--- src/rtl/bshift_pkg.sv ---
package bshift_pkg;
  localparam int ACC_W   = 40;
  localparam int HALF_W  = 16;
  localparam int CNT_W   = 7;
  localparam int HCNT_W  = 5;
  localparam int WRAP_AT = 32;

  typedef enum logic [1:0] {
    OP_HALF_LSL = 2'b00,
    OP_HALF_ASR = 2'b01,
    OP_ACC_LSL  = 2'b10,
    OP_ACC_ASR  = 2'b11
  } shop_e;

  typedef struct packed {
    logic [ACC_W-1:0] result;
    logic             zero;
    logic             ovf;
  } shres_t;
endpackage

--- src/rtl/bshift_count_decode.sv ---
module bshift_count_decode #(
  parameter int CW      = 5,
  parameter bit WRAP_EN = 1'b0,
  parameter int WRAP_AT = 32
) (
  input  logic [CW-1:0] count,
  input  logic          req_left,
  output logic          go_left,
  output logic          flipped,
  output logic [CW-1:0] mag
);
  localparam logic [CW-1:0] ONE    = {{(CW-1){1'b0}}, 1'b1};
  localparam logic [CW-1:0] WRAP_V = CW'(WRAP_AT);

  // Magnitude of a two's-complement count; the most negative value maps to 2**(CW-1).
  function automatic logic [CW-1:0] f_abs(input logic [CW-1:0] c);
    return c[CW-1] ? (~c + ONE) : c;
  endfunction

  logic [CW-1:0] raw_mag;

  assign flipped = count[CW-1];
  assign go_left = req_left ^ flipped;
  assign raw_mag = f_abs(count);

  generate
    if (WRAP_EN) begin : g_wrap
      assign mag = (raw_mag > WRAP_V) ? (raw_mag - WRAP_V) : raw_mag;
    end else begin : g_nowrap
      assign mag = raw_mag;
    end
  endgenerate
endmodule

--- src/rtl/bshift_barrel.sv ---
module bshift_barrel #(
  parameter int W  = 16,
  parameter int MW = 5
) (
  input  logic [W-1:0]  data,
  input  logic [MW-1:0] mag,
  input  logic          go_left,
  output logic [W-1:0]  res,
  output logic          ovf
);
  // Left shift in a double-width field so that the lost bits stay visible.
  function automatic logic [2*W-1:0] f_shl(input logic [W-1:0] d, input logic [MW-1:0] m);
    logic [2*W-1:0] ext;
    ext = {{W{d[W-1]}}, d};
    return ext << m;
  endfunction

  function automatic logic [W-1:0] f_asr(input logic [W-1:0] d, input logic [MW-1:0] m);
    return W'($signed(d) >>> m);
  endfunction

  logic [2*W-1:0] wide;
  logic [W:0]     top;

  assign wide = f_shl(data, mag);
  assign top  = wide[2*W-1:W-1];
  assign res  = go_left ? wide[W-1:0] : f_asr(data, mag);
  assign ovf  = go_left & ~((&top) | ~(|top));
endmodule

--- src/rtl/bshift_unit.sv ---
module bshift_unit
  import bshift_pkg::*;
#(
  parameter int ACC_W   = bshift_pkg::ACC_W,
  parameter int HALF_W  = bshift_pkg::HALF_W,
  parameter int CNT_W   = bshift_pkg::CNT_W,
  parameter int HCNT_W  = bshift_pkg::HCNT_W,
  parameter int WRAP_AT = bshift_pkg::WRAP_AT
) (
  input  logic             clk,
  input  logic             rst,
  input  logic             in_valid,
  input  logic [1:0]       in_op,
  input  logic [ACC_W-1:0] in_data,
  input  logic [CNT_W-1:0] in_count,
  output logic             out_valid,
  output logic [ACC_W-1:0] out_result,
  output logic             out_zero,
  output logic             out_ovf
);
  // Named internal events, brought out for the checker.
  logic              is_acc;
  logic              req_left;
  logic              h_go_left, h_flip;
  logic              a_go_left, a_flip;
  logic              eff_left;
  logic              flip_any;
  logic [HCNT_W-1:0] h_mag;
  logic [CNT_W-1:0]  a_mag;
  logic [HALF_W-1:0] h_res;
  logic [ACC_W-1:0]  a_res;
  logic              h_ovf, a_ovf;
  shres_t            nxt, cur;

  assign is_acc   = in_op[1];
  assign req_left = ~in_op[0];

  bshift_count_decode #(.CW(HCNT_W), .WRAP_EN(1'b0), .WRAP_AT(WRAP_AT)) u_hdec (
    .count   (in_count[HCNT_W-1:0]),
    .req_left(req_left),
    .go_left (h_go_left),
    .flipped (h_flip),
    .mag     (h_mag)
  );

  bshift_count_decode #(.CW(CNT_W), .WRAP_EN(1'b1), .WRAP_AT(WRAP_AT)) u_adec (
    .count   (in_count),
    .req_left(req_left),
    .go_left (a_go_left),
    .flipped (a_flip),
    .mag     (a_mag)
  );

  bshift_barrel #(.W(HALF_W), .MW(HCNT_W)) u_hbar (
    .data   (in_data[HALF_W-1:0]),
    .mag    (h_mag),
    .go_left(h_go_left),
    .res    (h_res),
    .ovf    (h_ovf)
  );

  bshift_barrel #(.W(ACC_W), .MW(CNT_W)) u_abar (
    .data   (in_data),
    .mag    (a_mag),
    .go_left(a_go_left),
    .res    (a_res),
    .ovf    (a_ovf)
  );

  assign eff_left = is_acc ? a_go_left : h_go_left;
  assign flip_any = is_acc ? a_flip : h_flip;

  always_comb begin
    nxt.result = is_acc ? a_res : {{(ACC_W-HALF_W){1'b0}}, h_res};
    nxt.ovf    = is_acc ? a_ovf : h_ovf;
    nxt.zero   = ~(|nxt.result);
  end

  always_ff @(posedge clk) begin
    if (rst) begin
      cur       <= '0;
      out_valid <= 1'b0;
    end else begin
      out_valid <= in_valid;
      if (in_valid) cur <= nxt;
    end
  end

  assign out_result = cur.result;
  assign out_zero   = cur.zero;
  assign out_ovf    = cur.ovf;
endmodule

--- config.mk ---
export PLATFORM = sky130hd
export DESIGN_NAME = bshift_unit
export DESIGN_NICKNAME = d
export VERILOG_FILES = /design/src/rtl/bshift_pkg.sv /design/src/rtl/bshift_count_decode.sv /design/src/rtl/bshift_barrel.sv /design/src/rtl/bshift_unit.sv
export SDC_FILE = /design/constraint.sdc
export NUM_CORES = 1
export LEC_CHECK = 0
export BUFFER_PORTS_ARGS = -buffer_cell sky130_fd_sc_hd__buf_4
export CORE_MARGIN = 8
export CORE_UTILIZATION = 39
export DETAILED_ROUTE_END_ITERATION = 10
export PLACE_DENSITY = 0.64
export RECOVER_POWER = 50
export SETUP_SLACK_MARGIN = 0.5
export SYNTH_ARGS = -nofsm -noshare
export SYNTH_HDL_FRONTEND = slang
export SYNTH_SLANG_ARGS = --single-unit
--- constraint.sdc ---
create_clock -name clk -period 14.2 [get_ports clk]
set_input_delay 2.13 -clock clk [delete_from_list [all_inputs] [get_ports clk]]
set_output_delay 2.13 -clock clk [all_outputs]
set_load 0.01 [all_outputs]
==> flow_metrics.tcl <==
set metrics [dict create \
    outcome "finished, final reports clean" \
    yosysWarningCount 0 \
    syn2layout_area_growth_pct 7.298 \
    syn-mean-instance-area_um2 7.613 \
    cts_made_buffers 5 \
    hold_buffers 0 \
    synth_nets 1439 \
    path_max_fanout 37 \
    fp.dieW_um 180.4 \
    synth_xor_area_share_pct 1.436 \
    die_area_um2 32550 \
    fin_nets 1448 \
    final_cell_mix "mux2i_1 (211), nor2_1 (139), nand2_1 (106), buf_4 (91), a21oi_1 (87)" \
    synth-seq-area-share_pct 8.164 \
    startpoint "in_count[0]" \
    boundaryPins 95 \
    final_util_pct 42.33 \
    grt_use_total_pct 30.41 \
    timing.fmax_mhz 131.5 \
    clk_pin_slew_ps 60 \
    syn_area_um2 10540 \
    finClkSkew_ps 0 \
    tightest_slew_ps 1340 \
    initial_utilization_pct 39.45 \
    endpoint_kind "flip-flop" \
    finalHoldViolCount 0 \
    clockBufferDepth 2 \
    port_buffers 94 \
    synth_flop_cell "dfxtp_1" \
    power.leakage_nw 4.377 \
    synthTopCellsByArea "mux2i_1 (20%), dfxtp_1 (8.2%), mux2_2 (7.8%)" \
    ys_ff_latch 43 \
    final.period_utilization_pct 53.53 \
    routed-via-count 12660 \
    rsz0062_at_grt "no" \
    netlist.top_cell.by_area "mux2i_1" \
    diodes 0 \
    die_y_um 180.4 \
    synth_edf_count 0 \
    cts_tree "yes" \
    root_buffer "clkbuf_16" \
    post_cts_resized 0 \
    cts_setup_buffers 0 \
    yosys.area.top_type_share_pct 20.13 \
    grt_pass1_vias 11860 \
    r2r_cells 3 \
    finalSetupViolations 0 \
    async_reset_ff_share_pct 0 \
    hold_path_class "flip-flop to flip-flop" \
    grt_first_pass_wirelength_um 77240 \
    cp.arrival_ps 7800 \
    rows 60 \
    r2r-start "out_ovf" \
    path_class "primary input to flip-flop" \
    synth_top_family_by_area "multiplexers" \
    hpwl_um 39590 \
    core_area_um2 26730 \
    ff2ff_setup_slack_ps 12960 \
    drcViolationCount 0 \
    synthAdderAreaFrac_pct 0.2373 \
    power_density_nw_per_um2 84.68 \
    synth_mux_area_share_pct 35.45 \
    clk_latency_ps 280 \
    netlist-cell-type-count 97 \
    layout-drive-gt1-share_pct 16.49 \
    ant_nets 0 \
    layout_commonest_cell "mux2i_1" \
    start_kind "primary input" \
    synthSimpleGateAreaFrac_pct 18.04 \
    finalWirelength_um 52620 \
    peakVddDrop_v 0.00005730 \
    crit_required_ps 14390 \
    avgViaCountPerCell 7.290 \
    synth_cells 1385 \
    hold_depth 2 \
    drv_slew 0 \
    synth_compound_area_share_pct 29.44 \
    cts.sink_count 43 \
    fin_tns_setup_ps 0 \
    grt_max_degree 62 \
    antenna_found_initial 0 \
    wl_per_cell_um 30.31 \
    slew_headroom_pct 10.13 \
    firstDrtPassIters 6 \
    cap_viol_max_count 0 \
    grt_overflow 0 \
    htreeDepth 2 \
    period_needed_ps 7602 \
    gp_congestion 1.022 \
    hold_start "out_result[5]" \
    drtIter0Drc 1825 \
]
## registers in the layout, indices dropped and copies added, names as in the netlist
register and cells:
out_result 40, out_ovf 1, out_valid 1, out_zero 1
## kinds of logic after synthesis
logic type               after synthesis
XOR/XNOR                              13
buffers and inverters                145
adder cells (fa/ha/maj)                2
AO/OA/AOI/OAI                        452
AND/OR/NAND/NOR                      407
multiplexers                         323
flip-flops                            43
## area by class of cell
type / instances / area [um2]
clock inverter: 1 / 5.005
fill: 2815 / 15410
clock buffer: 7 / 132.6
multi-input combinational: 1197 / 8995
tap: 341 / 426.7
sequential: 43 / 860.8
inverter: 13 / 48.80
timing repair buffer: 134 / 844.6
## critical path, cell delays in order
cell	delay [ps]
buf_4	420
inv_2	390
ha_1	440
nand2b_1	210
nor2_1	70
ha_1	300
nand2_1	120
o21ai_4	80
buf_4	370
nand2_1	490
o21ai_2	680
buf_4	380
nor2_1	180
o21ai_0	110
or4b_1	440
nor4_1	450
nand4_1	190
o31ai_1	280
## worst paths after layout
kind                                       to
worst min-delay path            out_result[5]
worst max register to register        out_ovf
worst max-delay path                 out_zero
worst min register to register  out_result[5]
## power breakdown
group | switching [mW] | internal, mW | total [mW]
registers | 0.00600 | 0.131 | 0.137
logic | 0.469 | 0.243 | 0.712
clock network | 0.0444 | 0.0650 | 0.109
## routing by layer
metal / up-vias / track usage [%] / routed length, um / part of all wire (%)
met2: 904 / 48.79 / 23710 / 45
li1: 5444 / - / - / -
met3: 243 / 4.698 / 4824 / 9.2
met1: 6065 / 36.85 / 19810 / 38
met4: 0 / 21.40 / 4286 / 8.1
met5: - / 0 / 0 / 0
## per-stage QoR
step                      hold slack, ps  cell area, um2  cells  power, mW  setup WS (ps)
after detailed placement           462.1           11340   1728     0.8266           6495
after floorplan                    477.4           10540   1385     0.5931           7885
after CTS                          471.0           11470   1736     0.9387           6798
final                              468.8           11310   1736     0.9580           6598
after global placement             459.1           11340   1728     0.8340           6665
after global routing               495.0           11310   1736     0.9884           6325
## synth_stat cells (13+ instances only)
| cell | instances |
|---|---|
| nor2_1 | 139 |
| mux4_2 | 24 |
| o22ai_1 | 30 |
| a221oi_1 | 17 |
| o31ai_1 | 17 |
| nor3_1 | 45 |
| nand2_1 | 106 |
| a31oi_1 | 26 |
| a21o_1 | 13 |
| a21oi_1 | 87 |
| nor4_1 | 15 |
| mux2_2 | 73 |
| a22oi_1 | 13 |
| o211ai_1 | 17 |
| mux2i_1 | 212 |
| dfxtp_1 | 43 |
| o21ai_0 | 79 |
| buf_2 | 44 |
| a211oi_1 | 46 |
| nand3_1 | 31 |
| clkbuf_1 | 54 |
Note: power is estimated with default switching activity, not from simulation.
